`config.mk`:
```
export PLATFORM = sky130hd
export DESIGN_NAME = trk_err_monitor
export DESIGN_NICKNAME = d
export VERILOG_FILES = /design/src/rtl/trk_bit_pkg.sv /design/src/rtl/trk_sync_bits.sv /design/src/rtl/trk_lpf.sv /design/src/rtl/trk_mag_cmp.sv /design/src/rtl/trk_err_monitor.sv
export SDC_FILE = /design/constraint.sdc
export NUM_CORES = 1
export LEC_CHECK = 0
export ABC_AREA = 1
export BUFFER_PORTS_ARGS = -buffer_cell sky130_fd_sc_hd__clkbuf_2
export CAP_MARGIN = 20
export CORE_MARGIN = 2
export CORE_UTILIZATION = 35
export CTS_BUF_LIST = sky130_fd_sc_hd__clkbuf_2 sky130_fd_sc_hd__clkbuf_4 sky130_fd_sc_hd__clkbuf_8
export CTS_CLUSTER_DIAMETER = 30
export DETAILED_ROUTE_END_ITERATION = 10
export HOLD_SLACK_MARGIN = 0.12
export PLACE_DENSITY = 0.55
export SYNTH_ARGS = -nofsm -noshare
export SYNTH_HDL_FRONTEND = slang
export SYNTH_HIERARCHICAL = 1
export SYNTH_SLANG_ARGS = --single-unit
```
`constraint.sdc`:
```
create_clock -name clk -period 4.5 [get_ports clk]
set_clock_uncertainty 0.15 [all_clocks]
set_input_delay 1.125 -clock clk [delete_from_list [all_inputs] [get_ports clk]]
set_output_delay 1.125 -clock clk [all_outputs]
set_load 0.05 [all_outputs]
```
`src/rtl/trk_bit_pkg.sv`:
```
package trk_bit_pkg;

   // Default fault threshold on the filtered error magnitude, in LSBs.
   localparam int unsigned DEF_LIMIT = 100;

   // The causes that can pull the health flag low.
   typedef struct packed {
      logic los;
      logic ovel;
      logic err;
   } fault_src_t;

   function automatic logic any_fault(fault_src_t s);
      return s.los | s.ovel | s.err;
   endfunction

endpackage

```
`src/rtl/trk_sync_bits.sv`:
```
module trk_sync_bits #(
   parameter int unsigned WIDTH  = 2,
   parameter int unsigned STAGES = 2
) (
   input  logic             clk,
   input  logic             rst,
   input  logic [WIDTH-1:0] d_in,
   output logic [WIDTH-1:0] d_out
);

   if (STAGES < 2) begin : g_bad_stages
      $error("trk_sync_bits: STAGES must be at least 2");
   end

   for (genvar b = 0; b < WIDTH; b++) begin : g_bit
      logic [STAGES-1:0] chain_q;

      always_ff @(posedge clk) begin
         if (rst) chain_q <= '0;
         else     chain_q <= {chain_q[STAGES-2:0], d_in[b]};
      end

      assign d_out[b] = chain_q[STAGES-1];
   end

endmodule

```
`src/rtl/trk_lpf.sv`:
```
module trk_lpf #(
   parameter int unsigned ERR_W = 16,
   parameter int unsigned SHIFT = 6
) (
   input  logic                    clk,
   input  logic                    rst,
   input  logic signed [ERR_W-1:0] err_in,
   output logic signed [ERR_W-1:0] filt
);

   localparam int unsigned ACC_W = ERR_W + SHIFT;

   logic signed [ACC_W-1:0] acc_q;
   logic signed [ACC_W:0]   acc_sum;

   // The upper slice of the accumulator is its arithmetic right shift by SHIFT.
   assign filt = $signed(acc_q[ACC_W-1:SHIFT]);

   always_comb begin
      acc_sum = (ACC_W+1)'(acc_q) + (ACC_W+1)'(err_in) - (ACC_W+1)'(filt);
   end

   // The sum always moves toward err_in << SHIFT, so it never leaves ACC_W bits.
   always_ff @(posedge clk) begin
      if (rst) acc_q <= '0;
      else     acc_q <= acc_sum[ACC_W-1:0];
   end

endmodule

```
`src/rtl/trk_mag_cmp.sv`:
```
module trk_mag_cmp #(
   parameter int unsigned W     = 16,
   parameter int unsigned LIMIT = 100
) (
   input  logic signed [W-1:0] val,
   output logic                over
);

   // One extra bit so that the most negative value keeps its full magnitude.
   logic [W:0] ext;
   logic [W:0] mag;

   assign ext  = {val[W-1], val};
   assign mag  = val[W-1] ? (~ext + 1'b1) : ext;
   assign over = mag > (W+1)'(LIMIT);

endmodule

```
`src/rtl/trk_err_monitor.sv`:
```
module trk_err_monitor
   import trk_bit_pkg::*;
#(
   parameter int unsigned ERR_W       = 16,
   parameter int unsigned SHIFT       = 6,
   parameter int unsigned LIMIT       = DEF_LIMIT,
   parameter int unsigned SYNC_STAGES = 2
) (
   input  logic             clk,
   input  logic             rst,
   input  logic [ERR_W-1:0] err_in,
   input  logic             los_in,
   input  logic             ovel_in,
   output logic             flag_n
);

   if (ERR_W < 4 || ERR_W > 32) begin : g_bad_width
      $error("trk_err_monitor: ERR_W out of range");
   end
   if (SHIFT < 1 || SHIFT > 16) begin : g_bad_shift
      $error("trk_err_monitor: SHIFT out of range");
   end
   if (LIMIT >= (2 ** (ERR_W - 1))) begin : g_bad_limit
      $error("trk_err_monitor: LIMIT not below full scale");
   end

   logic [1:0]              stat_s;
   logic signed [ERR_W-1:0] filt;
   logic                    err_over;
   fault_src_t              src;
   logic                    flag_q;

   trk_sync_bits #(.WIDTH(2), .STAGES(SYNC_STAGES)) u_sync (
      .clk   (clk),
      .rst   (rst),
      .d_in  ({los_in, ovel_in}),
      .d_out (stat_s)
   );

   trk_lpf #(.ERR_W(ERR_W), .SHIFT(SHIFT)) u_lpf (
      .clk    (clk),
      .rst    (rst),
      .err_in ($signed(err_in)),
      .filt   (filt)
   );

   trk_mag_cmp #(.W(ERR_W), .LIMIT(LIMIT)) u_cmp (
      .val  (filt),
      .over (err_over)
   );

   always_comb begin
      src.los  = stat_s[1];
      src.ovel = stat_s[0];
      src.err  = err_over;
   end

   always_ff @(posedge clk) begin
      if (rst) flag_q <= 1'b1;
      else     flag_q <= ~any_fault(src);
   end

   assign flag_n = flag_q;

endmodule

```
Word-level counts from Yosys, hierarchy flattened

Index checks and enable logic that the tools add are counted.

Bits in registers: 27
Bits in latches: 0
Bits in writable memories: 0
Memory bits (read-only): 0
Bits of input ports: 20
Memories kept: 0

Add/subtract/negate cells: 3
Multiply operators: 0
Divide/modulo/power cells: 0
Order comparisons: 1
Eq/ne operators: 0
Shift operators: 0
Mux-type cells: 1
Bitwise operators: 4
Reduce and logical (&&, ||, !) cells: 0

Operators by type and width:

| operator                                                               | number |
|---|---|
| 22-bit by 16-bit adder with 22-bit output                              | 1 |
| 22-bit by 16-bit subtractor with 22-bit output                         | 1 |
| 17-bit by 1-bit adder with 17-bit output (second input constant)       | 1 |
| 17-bit by 7-bit > comparator with 1-bit output (second input constant) | 1 |
| 17-bit 2-to-1 mux                                                      | 1 |
| 17-bit NOT                                                             | 1 |
| 1-bit OR                                                               | 2 |
| 1-bit NOT                                                              | 1 |

Depth between registers and ports, before layout

Gate-level depths: netlist of the first run.

Word-level depth: 6
Mapped depth: 16

Modules after synthesis

Netlist of the first run, hierarchy kept.

By module, submodules not included:

| module          | instances | cells an instance | area each (um^2) |
|---|---|---|---|
| trk_lpf         | 1         | 448               | 2840.2 |
| trk_mag_cmp     | 1         | 120               | 559.3 |
| trk_sync_bits   | 1         | 14                | 125.1 |
| trk_err_monitor | 1         | 6                 | 38.8 |

Least setup slack after synthesis of the first run

Ideal clock, no wire load.

Path kind: input port to flip-flop
Start: input err_in[15]
End: register u_lpf.acc_q[21]
Library setup time: 0.113 ns
Arrival time: 2.867 ns
Required time: 4.237 ns
Path slack: 1.370 ns
Stages: 13
Buffers on the path: 0
Path through: inv_1 > fa_1 > inv_1 > ha_1 > nand2_1 > nor2_1 > nand2_1 > nor2_1 > nand2_1 > nand3_1 > nand2_1 > nand2_1 > nor2_1

Cells in the longest elaborated chain, start to end: 2

Ends and longest elaborated chain:

| element                                        | line                  | text |
|---|---|---|
| from (decl)                                    | trk_err_monitor.sv:11 | `input logic [ERR_W-1:0] err_in,` |
| 22-bit by 16-bit adder with 22-bit output      | trk_lpf.sv:20         | `acc_sum = (ACC_W+1)'(acc_q) + (ACC_W+1)'(err_in) - (ACC_W+1)'(filt);` |
| 22-bit by 16-bit subtractor with 22-bit output | trk_lpf.sv:20         |  |
| to (signal assigned)                           | trk_lpf.sv:26         | `else acc_q <= acc_sum[ACC_W-1:0];` |
| to (decl)                                      | trk_lpf.sv:13         | `logic signed [ACC_W-1:0] acc_q;` |

No other way between the ends.
A chain may end at the register's enable or synchronous reset.

Worst setup path in the final report of the first run

Start: input err_in[15]
End: register u_lpf.acc_q[19]

The elaborated chain is that of the path after synthesis.

==> results_tabular.tex, run 1 <==
\begin{tabular}{lr}
\hline
Metric & Value \\
\hline
\multicolumn{2}{l}{\textbf{Worst setup path}} \\
\quad Endpoint arrival time on the critical path & 3.20 ns \\
\quad Dominant delay contributor by cell family on the critical path & adder cells \\
\quad Cell-by-cell trace of the critical path & clkbuf\_2 -> inv\_1 -> fa\_1 -> inv\_1 -> ha\_1 -> nand2\_1 -> nor2\_1 -> nand3\_1 -> nor2\_1 -> nand2\_1 -> nand3\_1 -> nand2\_1 -> inv\_1 -> nor2\_2 \\
\quad Worst Path Required & 4.53 ns \\
\quad Launch instance of the worst register-to-register path & u\_lpf/acc\_q[11] \\
\quad Number of logic stages on the critical path including buffering & 14 \\
\quad Depth of the most critical reg-to-reg path & 12 \\
\quad Buffer and inverter count on the worst path & 4 \\
\quad CP startpoint & err\_in[15] \\
\quad CP endpoint kind & flip-flop \\
\quad Max stage delay on crit path & 0.58 ns \\
\quad CP max-delay cell & sky130\_fd\_sc\_hd\_\_fa\_1 \\
\quad Worst-path fanout max & 6 \\
\quad Startpoint Class & input pin \\
\quad Startpoint-to-endpoint class of the critical path & in2reg \\
\multicolumn{2}{l}{\textbf{Synth}} \\
\quad Synth unique cells & 31 \\
\quad Number of warning messages in the yosys log & 6 \\
\quad Syn Inst Count & 588 \\
\quad Synthesized net count & 653 \\
\quad Dominant cells by area after synthesis & sky130\_fd\_sc\_hd\_\_inv\_1 (16\%), sky130\_fd\_sc\_hd\_\_nand2\_1 (16\%), sky130\_fd\_sc\_hd\_\_dfxtp\_1 (15\%) \\
\quad Area of the mapped netlist & 3560 µm² \\
\quad Leading area contributor after synthesis & sky130\_fd\_sc\_hd\_\_inv\_1 \\
\quad Number of register bits inferred by synthesis & 27 \\
\quad Share of Yosys cell area claimed by the top area cell type & 16.4\% \\
\quad Average instance area after synthesis & 6.06 µm² \\
\quad Register area share after synthesis & 15.2\% \\
\multicolumn{2}{l}{\textbf{Global routing}} \\
\quad Maximum number of pins on one net before global-route repair & 34 \\
\quad Total GRT Usage & 15.5\% \\
\quad Global-route wire length before repair & 13.9 mm \\
\quad Total global routing overflow & 0 \\
\quad Number of antenna violations at the first check in global routing & 0 \\
\quad Vias in the first global route & 3098 \\
\multicolumn{2}{l}{\textbf{Detailed routing}} \\
\quad Post-detailed-route DRC marker count & 0 \\
\quad Detailed Route WL & 8.03 mm \\
\quad Starting DRC count in detailed routing & 110 \\
\quad Met1 Routed Length & 3.96 mm \\
\quad Met3 WL post-DR & 201 µm \\
\quad Length of routed met2 wiring & 3.83 mm \\
\quad Wire length per cell & 11.1 µm \\
\quad Antenna-violating nets left & 0 \\
\quad Per-cell via count in the routed design & 4.40 \\
\quad Uppermost metal layer occupied by signal nets & met4 \\
\quad Via count & 3189 \\
\quad Length of the first detailed-routing pass in iterations & 4 \\
\multicolumn{2}{l}{\textbf{Timing}} \\
\quad Final setup violation count & 0 \\
\quad Final worst slack & 1.33 ns \\
\quad Setup repair after global routing missed its margin & no \\
\quad Minimum period implied by the final worst setup slack & 3.17 ns \\
\quad Transition time at the pin with the least slew margin & 0.623 ns \\
\quad Number of max-slew violations in the final report & 0 \\
\quad Max-slew headroom at the worst pin & 58.4\% \\
\quad Final period util & 70.5\% \\
\quad Maximum frequency from static timing analysis & 0.315 GHz \\
\quad Setup TNS & 0 ns \\
\quad Count of endpoints failing hold in the final timing report & 0 \\
\multicolumn{2}{l}{\textbf{Finish}} \\
\quad Share of layout cells above drive strength 1 & 11.0\% \\
\quad Total inserted antenna cells & 0 \\
\quad Total of fill cells in the finished design & 1137 \\
\quad Layout-stage area growth over the synthesis result & 4.25\% \\
\quad Fin area & 3710 µm² \\
\quad Final net count & 657 \\
\multicolumn{2}{l}{\textbf{Clock network}} \\
\quad Worst-path clk slew & 0.10 ns \\
\quad Number of buffers created by CTS & 3 \\
\quad CTS root buffer & sky130\_fd\_sc\_hd\_\_clkbuf\_8 \\
\quad TritonCTS clock tree & built \\
\quad Max Root-Sink Buffers & 2 \\
\quad Cts-stage hold buffer count & 0 \\
\quad Clock latency on the worst-skew pair & 0.28 ns \\
\quad Resized Gates After CTS & 0 \\
\quad Total clock sinks & 27 \\
\quad Maximum level of the CTS H-tree & 1 \\
\quad Buffers inserted during post-CTS setup optimization & 0 \\
\multicolumn{2}{l}{\textbf{Job}} \\
\quad Max Cap Violations & 0 \\
\multicolumn{2}{l}{\textbf{Die}} \\
\quad Cell row count & 36 \\
\quad Effective utilization at floorplan & 36.3\% \\
\quad Area enclosed by the die boundary & 11000 µm² \\
\quad Number of ports placed on the die boundary & 21 \\
\quad Die outline height & 105 µm \\
\quad Die span in x & 105 µm \\
\quad Core ar. & 9820 µm² \\
\multicolumn{2}{l}{\textbf{Place}} \\
\quad Pre-CTS setup slack & 1.01 ns \\
\quad IO Port Bufs & 20 \\
\quad Post-DP HPWL & 6.76 mm \\
\quad Cell area after placement & 3670 µm² \\
\quad Placer congestion estimate & 0.815 \\
\multicolumn{2}{l}{\textbf{Hold path}} \\
\quad Hold path start & u\_sync/g\_bit[0].chain\_q[0] \\
\quad Cell depth of the worst min-delay path & 2 \\
\quad Type of the most critical hold path & reg2reg \\
\multicolumn{2}{l}{\textbf{Status}} \\
\quad Run status & completed \\
\hline
\end{tabular}
## worst register-to-register path: stages, from the launching register on
cell and delay, ns:
sky130_fd_sc_hd__dfxtp_1 0.53, sky130_fd_sc_hd__inv_1 0.12, sky130_fd_sc_hd__fa_1 0.52, sky130_fd_sc_hd__inv_1 0.04
sky130_fd_sc_hd__ha_1 0.39, sky130_fd_sc_hd__nand2_1 0.16, sky130_fd_sc_hd__inv_1 0.08, sky130_fd_sc_hd__a21oi_1 0.20
sky130_fd_sc_hd__inv_1 0.06, sky130_fd_sc_hd__a21oi_1 0.17, sky130_fd_sc_hd__nand3_1 0.09, sky130_fd_sc_hd__nand2_1 0.06
sky130_fd_sc_hd__nor2_1 0.04
## area by class of cell
class / instances / area (µm²) / area share (%)
multi-input combinational: 377 / 2250 / 60.5
inverter: 162 / 608 / 16.4
sequential: 27 / 541 / 14.6
tap: 133 / 166 / 4.48
timing repair buffer: 21 / 108 / 2.90
clock buffer: 3 / 41.3 / 1.11
clock inverter: 1 / 5.00 / 0.135
## sequential cells by signal (all words and copies together), names as in the netlist
signal,cells
u_lpf/acc_q,22
u_sync/g_bit.chain_q,4
flag_n,1
## cell families after synthesis
| family | after synthesis | synth area share [%] |
|---|---|---|
| fa+ha+maj | 45 | 20.2 |
| compound gates | 42 | 6.11 |
| xor+xnor | 3 | 0.737 |
| flops | 27 | 15.2 |
| simple gates | 287 | 36.0 |
| buf+inv | 184 | 21.8 |
## synthesized netlist by cell type (all sizes together)
cell	instances
xor2	2
dfxtp	27
a21oi	26
nor3b	1
nor4	1
nor2	67
and2	1
ha	24
o21a	1
o21ai	13
fa	21
nand2	169
nand3	36
xnor2	1
o21bai	2
nor3	6
nand3b	3
nand4	3
buf	21
inv	162
clkbuf	1
## worst paths after layout
| kind | end | slack [ns] |
|---|---|---|
| setup / recovery | u_lpf/acc_q[19] | 1.33 |
| hold / removal | u_sync/g_bit[0].chain_q[1] | 0.26 |
| setup reg to reg | u_lpf/acc_q[17] | 1.76 |
| hold reg to reg | u_sync/g_bit[0].chain_q[1] | 0.26 |
## routing by layer
| metal | global-route usage (%) | up-vias |
|---|---|---|
| met3 | 1.19 | 2 |
| met4 | 3.05 | 0 |
| met5 | 0 | - |
| met2 | 26.9 | 36 |
| li1 | - | 1714 |
| met1 | 21.1 | 1437 |
## through the flow
step                      instances  util [%]  hold slack (ns)
after floorplan                 588         -            0.238
after detailed placement        720      37.4            0.246
after global placement          720      37.4            0.246
after CTS                       724      37.8            0.262
after global routing            724      37.8            0.287
final                           724      37.8            0.261
## cell usage in the layout, fill, tap and decap left out, drive strengths merged
cell    count
nor3b       1
fa         21
inv       162
nand3b      3
ha         24
clkinv      1
nor4        1
o21ai      13
and2        1
dfxtp      27
xnor2       1
clkbuf     23
nor2       67
nand2     169
o21a        1
nand3      36
a21oi      26
o21bai      2
nor3        6
xor2        2
nand4       3
buf         1
Power of run 1 is left out: the tool's default activity adds up to more than one toggle a clock period on the data nets, which glitch-free logic cannot reach.
==> run 2: changes to the inputs <==
Settings changed: ABC_AREA 1 to 0.
Clock period 4.5 ns to 3.3 ns, I/O delays scaled along.
==> results_tabular.tex, run 2 <==
\begin{tabular}{lr}
\hline
Metric & Value \\
\hline
\multicolumn{2}{l}{\textbf{Finish}} \\
\quad Most frequent cells in the layout & sky130\_fd\_sc\_hd\_\_inv\_1 (89), sky130\_fd\_sc\_hd\_\_buf\_4 (56), sky130\_fd\_sc\_hd\_\_nor2\_1 (31), sky130\_fd\_sc\_hd\_\_dfxtp\_1 (27), sky130\_fd\_sc\_hd\_\_a21oi\_1 (22) \\
\quad Layout-stage area growth over the synthesis result & 18.7\% \\
\quad Final net count & 524 \\
\quad Register name with the most flops & u\_lpf/acc\_q \\
\quad Max reg flops & 22 \\
\quad Share of layout cells above drive strength 1 & 25.3\% \\
\quad Total inserted antenna cells & 0 \\
\quad Most common cell after layout, fill and taps aside & sky130\_fd\_sc\_hd\_\_inv\_1 \\
\quad Fraction of the core area covered by cells at the end of the flow & 43.3\% \\
\multicolumn{2}{l}{\textbf{Worst setup path}} \\
\quad Depth of the most critical reg-to-reg path & 10 \\
\quad Reg-to-reg slack, setup & 0.25 ns \\
\quad CP max-delay cell & sky130\_fd\_sc\_hd\_\_fa\_1 \\
\quad Cell-by-cell trace of the critical path & clkbuf\_2 -> inv\_1 -> fa\_1 -> inv\_1 -> ha\_1 -> a211oi\_2 -> nor2\_2 -> nor4b\_4 -> nor4\_2 -> o22ai\_1 -> mux2\_1 \\
\quad Startpoint-to-endpoint class of the critical path & in2reg \\
\quad Worst Path Required & 3.33 ns \\
\quad Buffer and inverter count on the worst path & 3 \\
\quad Max stage delay on crit path & 0.54 ns \\
\quad Endpoint arrival time on the critical path & 3.19 ns \\
\quad Startpoint Class & input pin \\
\quad Worst reg2reg endpoint & u\_lpf/acc\_q[19] \\
\quad Dominant delay contributor by cell family on the critical path & adder cells \\
\quad Launch instance of the worst register-to-register path & u\_lpf/acc\_q[12] \\
\quad Worst-path fanout max & 4 \\
\quad Most used cell, CP & sky130\_fd\_sc\_hd\_\_inv\_1 \\
\quad CP endpoint kind & flip-flop \\
\multicolumn{2}{l}{\textbf{Die}} \\
\quad Cell row count & 34 \\
\quad Number of ports placed on the die boundary & 21 \\
\quad Die outline height & 99.8 µm \\
\quad Die span in x & 99.8 µm \\
\quad Core ar. & 8810 µm² \\
\quad Effective utilization at floorplan & 36.5\% \\
\quad Area enclosed by the die boundary & 9960 µm² \\
\multicolumn{2}{l}{\textbf{Timing}} \\
\quad Count of endpoints failing hold in the final timing report & 0 \\
\quad Minimum period implied by the final worst setup slack & 3.16 ns \\
\quad Setup TNS & 0 ns \\
\quad Final period util & 95.8\% \\
\quad Maximum frequency from static timing analysis & 0.316 GHz \\
\quad Final worst slack & 0.137 ns \\
\quad Number of max-slew violations in the final report & 0 \\
\quad Max-slew headroom at the worst pin & 53.6\% \\
\quad Final setup violation count & 0 \\
\quad Transition time at the pin with the least slew margin & 0.695 ns \\
\multicolumn{2}{l}{\textbf{Hold path}} \\
\quad Type of the most critical hold path & reg2reg \\
\quad Hold path start & u\_sync/g\_bit[0].chain\_q[0] \\
\quad Worst hold path endpoint & u\_sync/g\_bit[0].chain\_q[1] \\
\quad Cell depth of the worst min-delay path & 1 \\
\multicolumn{2}{l}{\textbf{Detailed routing}} \\
\quad Length of the first detailed-routing pass in iterations & 4 \\
\quad Per-cell via count in the routed design & 4.82 \\
\quad Post-detailed-route DRC marker count & 0 \\
\quad Via count & 2728 \\
\quad Detailed Route WL & 7.69 mm \\
\quad Starting DRC count in detailed routing & 127 \\
\quad Antenna-violating nets left & 0 \\
\quad Wire length per cell & 13.6 µm \\
\multicolumn{2}{l}{\textbf{Synth}} \\
\quad Most common cell in the netlist & sky130\_fd\_sc\_hd\_\_inv\_1 \\
\quad Number of register bits inferred by synthesis & 27 \\
\quad Synthesized net count & 468 \\
\quad Synth unique cells & 71 \\
\quad Area of the mapped netlist & 3210 µm² \\
\quad Dominant cells by area after synthesis & sky130\_fd\_sc\_hd\_\_dfxtp\_1 (17\%), sky130\_fd\_sc\_hd\_\_fa\_1 (13\%), sky130\_fd\_sc\_hd\_\_inv\_1 (11\%) \\
\quad Syn Inst Count & 403 \\
\quad Register area share after synthesis & 16.8\% \\
\quad Average instance area after synthesis & 7.97 µm² \\
\quad Synth Flop Type & sky130\_fd\_sc\_hd\_\_dfxtp\_1 \\
\quad Number of flops mapped to enable cells by yosys & 0 \\
\quad Number of warning messages in the yosys log & 6 \\
\quad Synth top cells by count & sky130\_fd\_sc\_hd\_\_inv\_1 (90), sky130\_fd\_sc\_hd\_\_nor2\_1 (33), sky130\_fd\_sc\_hd\_\_dfxtp\_1 (27) \\
\quad Share of async-settable or async-resettable flops after synthesis & 0\% \\
\quad Share of Yosys cell area claimed by the top area cell type & 16.8\% \\
\quad Leading area contributor after synthesis & sky130\_fd\_sc\_hd\_\_dfxtp\_1 \\
\multicolumn{2}{l}{\textbf{Global routing}} \\
\quad Total GRT Usage & 16.3\% \\
\quad Maximum number of pins on one net before global-route repair & 34 \\
\quad Total global routing overflow & 0 \\
\quad Number of antenna violations at the first check in global routing & 0 \\
\quad Vias in the first global route & 2830 \\
\quad Global-route wire length before repair & 13.0 mm \\
\multicolumn{2}{l}{\textbf{Clock network}} \\
\quad Maximum level of the CTS H-tree & 1 \\
\quad Total clock sinks & 27 \\
\quad Number of buffers created by CTS & 3 \\
\quad Max Root-Sink Buffers & 2 \\
\quad TritonCTS clock tree & built \\
\quad Clock latency on the worst-skew pair & 0.28 ns \\
\quad Worst-path clk slew & 0.10 ns \\
\quad CTS root buffer & sky130\_fd\_sc\_hd\_\_clkbuf\_8 \\
\multicolumn{2}{l}{\textbf{Status}} \\
\quad Run status & completed \\
\multicolumn{2}{l}{\textbf{Place}} \\
\quad IO Port Bufs & 20 \\
\quad Placer congestion estimate & 0.894 \\
\quad Pre-CTS setup slack & -0.164 ns \\
\quad Post-DP HPWL & 6.31 mm \\
\multicolumn{2}{l}{\textbf{Job}} \\
\quad Max Cap Violations & 0 \\
\hline
\end{tabular}
run 2: cell count changes in the layout (fill, tap and decap cells not counted), moves of 6 or more:
cell	previous run	this run
sky130_fd_sc_hd__nor2_2	10	3
sky130_fd_sc_hd__nand2_2	14	2
sky130_fd_sc_hd__xnor2_1	1	8
sky130_fd_sc_hd__buf_4	1	56
sky130_fd_sc_hd__nand3_1	32	7
sky130_fd_sc_hd__inv_1	156	89
sky130_fd_sc_hd__nand2_1	154	18
sky130_fd_sc_hd__nor2_1	55	31
sky130_fd_sc_hd__a21o_1	0	6
sky130_fd_sc_hd__nor2b_1	0	12
sky130_fd_sc_hd__inv_2	6	0
run 2: how the worst max path moves through the flow:
stage	from	endpoint	slack [ns]	cells after the start
global placement	err_in[7]	u_lpf/acc_q[18]	-0.12	11
CTS	err_in[7]	u_lpf/acc_q[18]	0.14	11
global route	err_in[15]	u_lpf/acc_q[21]	-0.006	13
finish	err_in[7]	u_lpf/acc_q[18]	0.14	11
detailed placement	err_in[7]	u_lpf/acc_q[18]	-0.16	11
floorplan	err_in[7]	u_lpf/acc_q[18]	0.04	10
run 2: repair_timing:
action,CTS,global route
buffers inserted,0,2
hold buffers,0,0
endpoints found under the hold margin,0,0
endpoints found under the setup margin,0,3
gates resized for setup,0,13
run 2: layout make-up:
cell class	count	area, µm²
fillers	904	4990
multi-input cells	260	2220
flip-flops and latches	27	541
repair buffers	77	532
inverters	90	342
well taps	108	135
clock buffers	3	41.3
clock inverters	1	5.00
run 2: worst register-to-register path: cells and delay by family, from the launching register on:
family	cells	cell delay (ns)
buf+inv	2	0.17
compound gates	5	0.93
fa+ha+maj	2	0.86
flops	1	0.54
mux	1	0.30
run 2: routing by layer:
metal / wire, µm / GRT usage (%) / vias up
met5: 0 / 0 / -
met4: 84 / 4.32 / 0
met3: 170 / 1.74 / 4
met2: 3600 / 27.6 / 31
met1: 3830 / 22.3 / 1271
li1: - / - / 1422
run 2: cells by family (layout without fill, tap and decap cells):
logic type	count (synthesis)	in the layout	synth area share [%]
compound gates	83	83	18.9
xor+xnor	15	15	4.09
fa+ha+maj	45	45	22.4
buf+inv	116	171	16.0
flops	27	27	16.8
mux	7	7	2.57
simple gates	110	110	19.1
run 2: per-stage QoR:
| stage | cells | hold slack (ns) | cell area [µm²] |
|---|---|---|---|
| 2_1_floorplan | 403 | 0.264 | 3210 |
| 3_3_place_gp | 560 | 0.274 | 3680 |
| 3_5_place_dp | 560 | 0.278 | 3680 |
| 4_1_cts | 564 | 0.304 | 3730 |
| 5_1_grt | 566 | 0.319 | 3810 |
| 6_report | 566 | 0.297 | 3810 |
Power of run 2 is left out for the same reason.
==> run 3: changes to the inputs <==
Settings changed: BUFFER_PORTS_ARGS -buffer_cell sky130_fd_sc_hd__clkbuf_2 to unset, DONT_BUFFER_PORTS set to 1, PLACE_DENSITY 0.55 to 0.53.
==> results_tabular.tex, run 3 (synthesis results as in run 2) <==
\begin{tabular}{lr}
\hline
Metric & Value \\
\hline
\multicolumn{2}{l}{\textbf{Status}} \\
\quad Run status & completed \\
\multicolumn{2}{l}{\textbf{Finish}} \\
\quad Share of layout cells above drive strength 1 & 15.3\% \\
\quad Most common cell after layout, fill and taps aside & sky130\_fd\_sc\_hd\_\_inv\_1 \\
\quad Final net count & 483 \\
\quad Layout-stage area growth over the synthesis result & 8.65\% \\
\quad Register name with the most flops & u\_lpf/acc\_q \\
\quad Fraction of the core area covered by cells at the end of the flow & 39.6\% \\
\quad Most frequent cells in the layout & sky130\_fd\_sc\_hd\_\_inv\_1 (90), sky130\_fd\_sc\_hd\_\_buf\_4 (36), sky130\_fd\_sc\_hd\_\_nor2\_1 (33), sky130\_fd\_sc\_hd\_\_dfxtp\_1 (27) \\
\quad Max reg flops & 22 \\
\quad Total inserted antenna cells & 0 \\
\multicolumn{2}{l}{\textbf{Die}} \\
\quad Die outline height & 99.8 µm \\
\quad Effective utilization at floorplan & 36.5\% \\
\quad Die span in x & 99.8 µm \\
\quad Core ar. & 8810 µm² \\
\quad Area enclosed by the die boundary & 9960 µm² \\
\quad Number of ports placed on the die boundary & 21 \\
\quad Cell row count & 34 \\
\multicolumn{2}{l}{\textbf{Hold path}} \\
\quad Type of the most critical hold path & reg2reg \\
\quad Hold path start & u\_sync/g\_bit[1].chain\_q[0] \\
\quad Worst hold path endpoint & u\_sync/g\_bit[1].chain\_q[1] \\
\quad Cell depth of the worst min-delay path & 1 \\
\multicolumn{2}{l}{\textbf{Global routing}} \\
\quad Vias in the first global route & 2601 \\
\quad Global-route wire length before repair & 12.4 mm \\
\quad Number of antenna violations at the first check in global routing & 0 \\
\quad Total GRT Usage & 15.6\% \\
\quad Maximum number of pins on one net before global-route repair & 34 \\
\quad Total global routing overflow & 0 \\
\multicolumn{2}{l}{\textbf{Timing}} \\
\quad Final worst slack & 0.206 ns \\
\quad Final period util & 93.8\% \\
\quad Final setup violation count & 0 \\
\quad Maximum frequency from static timing analysis & 0.323 GHz \\
\quad Max-slew headroom at the worst pin & 64.9\% \\
\quad Number of max-slew violations in the final report & 0 \\
\quad Setup repair after global routing missed its margin & no \\
\quad Fin Hold WS & 0.306 ns \\
\quad Count of endpoints failing hold in the final timing report & 0 \\
\quad Transition time at the pin with the least slew margin & 0.522 ns \\
\quad Minimum period implied by the final worst setup slack & 3.09 ns \\
\multicolumn{2}{l}{\textbf{Clock network}} \\
\quad Cts-stage hold buffer count & 0 \\
\quad Clock latency on the worst-skew pair & 0.28 ns \\
\quad Buffers inserted during post-CTS setup optimization & 0 \\
\quad TritonCTS clock tree & built \\
\quad CTS root buffer & sky130\_fd\_sc\_hd\_\_clkbuf\_8 \\
\quad Maximum level of the CTS H-tree & 1 \\
\quad Resized Gates After CTS & 0 \\
\quad Total clock sinks & 27 \\
\quad Worst-path clk slew & 0.10 ns \\
\quad Max Root-Sink Buffers & 2 \\
\quad Number of buffers created by CTS & 3 \\
\multicolumn{2}{l}{\textbf{Worst setup path}} \\
\quad Worst reg2reg endpoint & u\_lpf/acc\_q[19] \\
\quad Startpoint-to-endpoint class of the critical path & in2reg \\
\quad Worst-path fanout max & 6 \\
\quad Startpoint Class & input pin \\
\quad Worst Path Required & 3.33 ns \\
\quad Launch instance of the worst register-to-register path & u\_lpf/acc\_q[12] \\
\quad Endpoint arrival time on the critical path & 3.12 ns \\
\quad Depth of the most critical reg-to-reg path & 10 \\
\quad Reg-to-reg slack, setup & 0.21 ns \\
\quad CP endpoint kind & flip-flop \\
\multicolumn{2}{l}{\textbf{Place}} \\
\quad Pre-CTS setup slack & -0.101 ns \\
\quad Placer congestion estimate & 0.811 \\
\quad Post-DP HPWL & 5.88 mm \\
\quad IO Port Bufs & 0 \\
\multicolumn{2}{l}{\textbf{Detailed routing}} \\
\quad Length of the first detailed-routing pass in iterations & 4 \\
\quad Starting DRC count in detailed routing & 98 \\
\quad Wire length per cell & 13.8 µm \\
\quad Per-cell via count in the routed design & 4.88 \\
\quad Via count & 2564 \\
\quad Antenna-violating nets left & 0 \\
\quad Detailed Route WL & 7.24 mm \\
\quad Post-detailed-route DRC marker count & 0 \\
\multicolumn{2}{l}{\textbf{Job}} \\
\quad Max Cap Violations & 0 \\
\hline
\end{tabular}
run 3: stage by stage:
stage                     area, µm²  TNS (ns)  instances
after floorplan                3210         0        403
after global placement         3440    -0.376        521
after global routing           3490         0        525
after detailed placement       3440    -0.417        521
final                          3490         0        525
after CTS                      3490         0        525
run 3: final cells by class:
class	instances	area, µm²
clock buffer	4	48.8
inverter	90	338
sequential	27	541
fill	906	5320
tap	108	135
timing repair buffer	36	270
multi-input combinational	260	2160
run 3: worst max-delay path by stage:
stage	from	to	slack (ns)	depth (start not counted)
2_1_floorplan	err_in[7]	u_lpf/acc_q[18]	0.04	10
3_3_place_gp	err_in[7]	u_lpf/acc_q[19]	-0.11	11
3_5_place_dp	err_in[7]	u_lpf/acc_q[18]	-0.10	10
4_1_cts	err_in[7]	u_lpf/acc_q[18]	0.20	10
5_1_grt	u_lpf/acc_q[6]	u_lpf/acc_q[15]	0.009	10
6_report	err_in[7]	u_lpf/acc_q[18]	0.21	10
run 3: layer usage:
| layer | GRT usage [%] | routed length, µm | part of all wire [%] | vias to the layer above |
|---|---|---|---|---|
| li1 | - | - | - | 1337 |
| met1 | 21.2 | 3640 | 50 | 1191 |
| met2 | 26.3 | 3340 | 46 | 32 |
| met3 | 1.88 | 215 | 3.0 | 4 |
| met4 | 4.00 | 47 | 0.65 | 0 |
| met5 | 0 | 0 | 0 | - |
run 3: critical path, cell delays in order:
cell                       delay (ns)
sky130_fd_sc_hd__inv_1           0.04
sky130_fd_sc_hd__fa_1            0.54
sky130_fd_sc_hd__inv_1           0.04
sky130_fd_sc_hd__ha_1            0.37
sky130_fd_sc_hd__a211oi_2        0.26
sky130_fd_sc_hd__nor2_2          0.10
sky130_fd_sc_hd__nor4b_4         0.38
sky130_fd_sc_hd__nor4_2          0.09
sky130_fd_sc_hd__o22ai_1         0.14
sky130_fd_sc_hd__mux2_1          0.34
Power of run 3 is left out for the same reason.
